--- src/rtl/rrt_pkg.sv ---
package rrt_pkg;

    localparam int NUM_TAGS  = 64;
    localparam int ARCH_REGS = 9;
    localparam int NUM_RD    = 2;

    localparam int TAG_W     = $clog2(NUM_TAGS);
    localparam int ARCH_W    = $clog2(ARCH_REGS);
    localparam int CNT_W     = $clog2(NUM_TAGS + 1);
    localparam int FIRST_TAG = ARCH_REGS;
    localparam int LAST_TAG  = NUM_TAGS - 1;
    localparam int POOL_SIZE = NUM_TAGS - FIRST_TAG;

    typedef logic [TAG_W-1:0]  tag_t;
    typedef logic [ARCH_W-1:0] arch_t;
    typedef logic [CNT_W-1:0]  cnt_t;

    typedef struct packed {
        arch_t src0;
        arch_t src1;
        logic  dst_en;
        arch_t dst;
    } rename_req_t;

    typedef struct packed {
        tag_t src0_tag;
        tag_t src1_tag;
        logic dst_en;
        tag_t dst_tag;
    } rename_rsp_t;

    function automatic tag_t advance_tag(input tag_t cur);
        if (cur == tag_t'(LAST_TAG))
            return tag_t'(FIRST_TAG);
        return cur + tag_t'(1);
    endfunction

    function automatic logic pool_exhausted(input cnt_t live);
        return live >= cnt_t'(POOL_SIZE);
    endfunction

endpackage

--- src/rtl/rrt_map.sv ---
module rrt_map
    import rrt_pkg::*;
(
    input  logic  clk,
    input  logic  rst,
    input  logic  clear,
    input  arch_t rd_idx [NUM_RD],
    output tag_t  rd_tag [NUM_RD],
    input  logic  wr_en,
    input  arch_t wr_idx,
    input  tag_t  wr_tag
);

    tag_t map_q [ARCH_REGS];

    always_ff @(posedge clk) begin
        for (int i = 0; i < ARCH_REGS; i++) begin
            if (rst || clear)
                map_q[i] <= tag_t'(i);
            else if (wr_en && (wr_idx == arch_t'(i)))
                map_q[i] <= wr_tag;
        end
    end

    // Read ports see the stored state only, so a same-cycle write is not visible.
    for (genvar p = 0; p < NUM_RD; p++) begin : g_rd
        always_comb begin
            rd_tag[p] = '0;
            for (int i = 0; i < ARCH_REGS; i++) begin
                if (rd_idx[p] == arch_t'(i))
                    rd_tag[p] = map_q[i];
            end
        end
    end

endmodule

--- src/rtl/rrt_alloc.sv ---
module rrt_alloc
    import rrt_pkg::*;
(
    input  logic clk,
    input  logic rst,
    input  logic clear,
    input  logic take,
    input  cnt_t live_count,
    output tag_t cur_tag,
    output logic exhausted
);

    tag_t next_q;

    always_ff @(posedge clk) begin
        if (rst || clear)
            next_q <= tag_t'(FIRST_TAG);
        else if (take)
            next_q <= advance_tag(next_q);
    end

    assign cur_tag   = next_q;
    assign exhausted = pool_exhausted(live_count);

endmodule

--- src/rtl/rrt_outreg.sv ---
module rrt_outreg
    import rrt_pkg::*;
(
    input  logic        clk,
    input  logic        rst,
    input  logic        load,
    input  rename_rsp_t rsp_d,
    output logic        valid_q,
    output rename_rsp_t rsp_q
);

    always_ff @(posedge clk) begin
        if (rst) begin
            valid_q <= 1'b0;
            rsp_q   <= '0;
        end else begin
            valid_q <= load;
            if (load)
                rsp_q <= rsp_d;
        end
    end

endmodule

--- src/rtl/reg_rename_table.sv ---
module reg_rename_table
    import rrt_pkg::*;
(
    input  logic              clk,
    input  logic              rst,
    input  logic              flush,
    input  logic              in_valid,
    output logic              in_ready,
    input  logic [ARCH_W-1:0] in_src0,
    input  logic [ARCH_W-1:0] in_src1,
    input  logic              in_dst_en,
    input  logic [ARCH_W-1:0] in_dst,
    input  logic [CNT_W-1:0]  in_live_count,
    output logic              full,
    output logic              out_valid,
    output logic [TAG_W-1:0]  out_src0_tag,
    output logic [TAG_W-1:0]  out_src1_tag,
    output logic              out_dst_en,
    output logic [TAG_W-1:0]  out_dst_tag
);

    rename_req_t req;
    rename_rsp_t rsp_d;
    rename_rsp_t rsp_q;
    arch_t       rd_idx [NUM_RD];
    tag_t        rd_tag [NUM_RD];
    tag_t        alloc_tag;
    logic        exhausted;
    logic        accept;
    logic        valid_q;

    assign req.src0   = in_src0;
    assign req.src1   = in_src1;
    assign req.dst_en = in_dst_en;
    assign req.dst    = in_dst;

    assign in_ready = !rst && !flush && !exhausted;
    assign accept   = in_valid && in_ready;
    assign full     = exhausted;

    assign rd_idx[0] = req.src0;
    assign rd_idx[1] = req.src1;

    rrt_map u_map (
        .clk    (clk),
        .rst    (rst),
        .clear  (flush),
        .rd_idx (rd_idx),
        .rd_tag (rd_tag),
        .wr_en  (accept && req.dst_en),
        .wr_idx (req.dst),
        .wr_tag (alloc_tag)
    );

    rrt_alloc u_alloc (
        .clk        (clk),
        .rst        (rst),
        .clear      (flush),
        .take       (accept && req.dst_en),
        .live_count (in_live_count),
        .cur_tag    (alloc_tag),
        .exhausted  (exhausted)
    );

    always_comb begin
        rsp_d.src0_tag = rd_tag[0];
        rsp_d.src1_tag = rd_tag[1];
        rsp_d.dst_en   = req.dst_en;
        rsp_d.dst_tag  = req.dst_en ? alloc_tag : '0;
    end

    rrt_outreg u_out (
        .clk     (clk),
        .rst     (rst),
        .load    (accept),
        .rsp_d   (rsp_d),
        .valid_q (valid_q),
        .rsp_q   (rsp_q)
    );

    assign out_valid    = valid_q;
    assign out_src0_tag = rsp_q.src0_tag;
    assign out_src1_tag = rsp_q.src1_tag;
    assign out_dst_en   = rsp_q.dst_en;
    assign out_dst_tag  = rsp_q.dst_tag;

endmodule

--- config.mk ---
export PLATFORM = sky130hd
export DESIGN_NAME = reg_rename_table
export DESIGN_NICKNAME = d
export VERILOG_FILES = /design/src/rtl/rrt_pkg.sv /design/src/rtl/rrt_map.sv /design/src/rtl/rrt_alloc.sv /design/src/rtl/rrt_outreg.sv /design/src/rtl/reg_rename_table.sv
export SDC_FILE = /design/constraint.sdc
export NUM_CORES = 1
export LEC_CHECK = 0
export ABC_AREA = 1
export BUFFER_PORTS_ARGS = -buffer_cell sky130_fd_sc_hd__buf_4
export CORE_MARGIN = 2
export CORE_UTILIZATION = 50
export DETAILED_ROUTE_END_ITERATION = 10
export PLACE_DENSITY_LB_ADDON = 0.15
export SYNTH_ARGS = -nofsm -noshare
export SYNTH_HDL_FRONTEND = slang
export SYNTH_SLANG_ARGS = --single-unit
--- constraint.sdc ---
create_clock -name clk -period 2.5 [get_ports clk]
set_input_delay 0.125 -clock clk [delete_from_list [all_inputs] [get_ports clk]]
set_output_delay 0.125 -clock clk [all_outputs]
set_load 0.005 [all_outputs]
==> flow_summary.ini <==
[worst_hold_path]
min_path_type = in2reg

[routing]
ant_nets = 0
wl_um = 10400
drc_errors = 0
post_drt_wl_per_cell_um = 14.9
drt-initial-drc-count = 202
dr.pass1.iters = 5
vias = 3672
viasPerCell = 5.25

[sta]
tightest_slew_ns = 0.728
slew_headroom_pct = 51.0
setup_viol = 0
final_max_slew_viol_count = 0
fin_crit_sh_pct = 67.3
rsz0062_at_grt = no
tns_ns = 0
finalClockSkew_ns = 0.0192
clock.fmax_ghz = 0.594
final_hold_viol_count = 0
finalCriticalPeriod_ns = 1.68

[floorplan]
die_h_um = 96.2
num_rows = 33
io_pins = 46
start_util_pct = 51.7
die_w_um = 96.2
core_area_sq_mm = 0.00822
die-area_sq_mm = 0.00925

[clocking]
ctsResizeCount = 0
cts_max_level = 3
cts_hold_buf = 0
clk_pin_slew_ns = 0.09
clk_latency_ns = 0.36
postCtsSetupBuffers = 0
cts_max_path_buffers = 2
clock-sinks = 80
cts_tree = built
cts_buffers = 9
root_buffer = clkbuf_8

[setup_path]
r2r_slack_ns = 0.94
reg2regPathDepth = 4
timing.rr.start = u_alloc.cur_tag[4]
crit_path_end = u_map.map_q[5][3]
max_stage_delay_ns = 0.27
end_kind = register
critPathLaunch = in_live_count[1]
crit_required_ns = 2.53
rr_endpoint = u_alloc.cur_tag[3]
critPathLaunchType = input port
crit_chain = buf_4 > nand3_1 > nand2_1 > a31oi_4 > nand3_2 > buf_4 > inv_1 > nand2_2 > nor2_2 > inv_1 > nand2_1
crit_fanout = 27
crit_slowest_cell = buf_4
worstSetupPathType = in2reg
cp.arrival_ns = 1.71

[power]
power.density_mw_per_mm2 = 533
peakVddDrop_v = 0.000325
p_total_w = 0.00258
leakage_nw = 2.03

[yosys]
synthCells = 548
synth_nets = 573
ys_seq_area_share_pct = 50.4
postSynthAreaPerCell_sq_um = 7.75
synth_cell_types = 32
synth_area_sq_mm = 0.00425
synth.yosys.warnings = 0
synth-seq-cells = 80

[global_routing]
antenna_found_initial = 0
grtUsageTotal_pct = 24.2
grt_max_degree = 28
grt_pass1_vias = 3381
overflow = 0
grt_pass1_wl_um = 16300

[cells_and_area]
diodes = 0
nNetsFinal = 614
area_growth_pct = 13.7
final_cell_area_sq_mm = 0.00483
drive_above_1_share_pct = 15.8

[placed_design]
portBuffers = 45
place_area_sq_mm = 0.00465
hpwlAfterDp_um = 7880
gp_congestion = 0.894

[status]
outcome = finished, final reports clean

[job]
cap_violations = 0
-- stage by stage --
step | util, % | setup slack, ns | hold WS [ns] | cells
after CTS | 58.8 | 0.832 | 0.0621 | 699
after global placement | 56.5 | 0.593 | 0.451 | 683
after floorplan | - | 1.02 | 0.283 | 548
final | 58.8 | 0.817 | 0.0831 | 699
after detailed placement | 56.5 | 0.472 | 0.457 | 683
after global routing | 58.8 | 0.651 | 0.0986 | 699
-- how the worst min path moves through the flow --
stage	start	to	depth (start not counted)
after CTS	rst	u_out.rsp_q[14]	2
final	rst	u_out.rsp_q[3]	2
after floorplan	rst	u_alloc.cur_tag[0]	2
after global placement	rst	u_out.rsp_q[3]	2
after global routing	rst	u_out.rsp_q[14]	2
after detailed placement	rst	u_out.rsp_q[3]	2
-- cell families after synthesis --
group / share of synthesized area (%)
AOI/OAI and AO/OA: 6.15
xor gates and xnor gates: 0.206
adders and majority gates: 0.294
buffers and inverters: 8.07
DFF: 50.4
and+or+nand+nor: 34.9
-- metal layers --
layer | track usage (%) | wire (um) | vias up
met5 | 0 | 0 | -
met4 | 9.40 | 253 | 0
met3 | 5.72 | 834 | 23
met2 | 38.0 | 4690 | 155
met1 | 32.4 | 4620 | 1645
li1 | - | - | 1849
-- critical path, delay by kind of cell --
kind,cells,cell delay [ns]
and+or+nand+nor,6,0.79
buffers and inverters,4,0.62
AOI/OAI and AO/OA,1,0.17
-- cell usage in the layout (no fill, tap or decap), types with 2 or more instances in the layout --
| cell | n |
|---|---|
| nor2_1 | 113 |
| nand4_2 | 2 |
| nor3_1 | 3 |
| nand4_1 | 6 |
| o21ai_0 | 15 |
| buf_4 | 48 |
| inv_1 | 59 |
| o211ai_1 | 4 |
| inv_2 | 6 |
| nand2_1 | 126 |
| edfxtp_1 | 54 |
| nor3_2 | 3 |
| nor2_4 | 4 |
| dfxtp_1 | 26 |
| inv_4 | 2 |
| clkbuf_8 | 9 |
| nor2_2 | 7 |
| nand3_1 | 62 |
| nand2_2 | 6 |
| a21oi_1 | 24 |
-- sequential cells by signal, summed over array words and instances, names as in the netlist --
name and cells:
u_out.rsp_q 19, u_out.valid_q 1, u_map.map_q 54, u_alloc.cur_tag 6
-- cell type report --
cell class	instances	area, sq um
Timing Repair Buffer	48	360
Fill cell	735	3390
Multi-Input combinational cell	384	1760
Tap cell	105	131
Clock buffer	12	158
Clock inverter	4	26.3
Sequential cell	80	2140
Inverter	66	248
-- report_power, final --
| group | internal [W] | switching [W] | total [W] |
|---|---|---|---|
| Combinational | 0.0000766 | 0.000151 | 0.000228 |
| Clock | 0.000427 | 0.000455 | 0.000882 |
| Sequential | 0.00144 | 0.0000224 | 0.00147 |
| Total | 0.00195 | 0.000628 | 0.00258 |
-- synth_stat cells --
cell | number | share of area, %
xor2_1 | 1 | 0.21
a31oi_4 | 1 | 0.50
a21boi_1 | 1 | 0.18
buf_4 | 4 | 0.71
edfxtp_1 | 54 | 38
or2_0 | 1 | 0.15
nand3_1 | 62 | 7.3
inv_1 | 59 | 5.2
o211ai_1 | 4 | 0.71
nor2_4 | 4 | 1.1
buf_2 | 4 | 0.47
clkbuf_1 | 8 | 0.71
o21bai_1 | 1 | 0.18
nor4_1 | 1 | 0.15
ha_1 | 1 | 0.29
nor2_2 | 7 | 1.0
nor3_1 | 3 | 0.35
dfxtp_1 | 26 | 12
clkinv_1 | 1 | 0.088
nand4_1 | 6 | 0.88
o21ai_0 | 15 | 1.8
nand3_4 | 1 | 0.41
buf_6 | 1 | 0.26
nor3_2 | 3 | 0.71
nand4_2 | 2 | 0.59
inv_2 | 6 | 0.53
nand2_2 | 6 | 0.88
nand2_1 | 126 | 11
a21oi_1 | 24 | 2.8
nor2_1 | 113 | 10
nand3_2 | 1 | 0.24
buf_1 | 1 | 0.088
No activity file was read; power rests on OpenSTA's default activity.
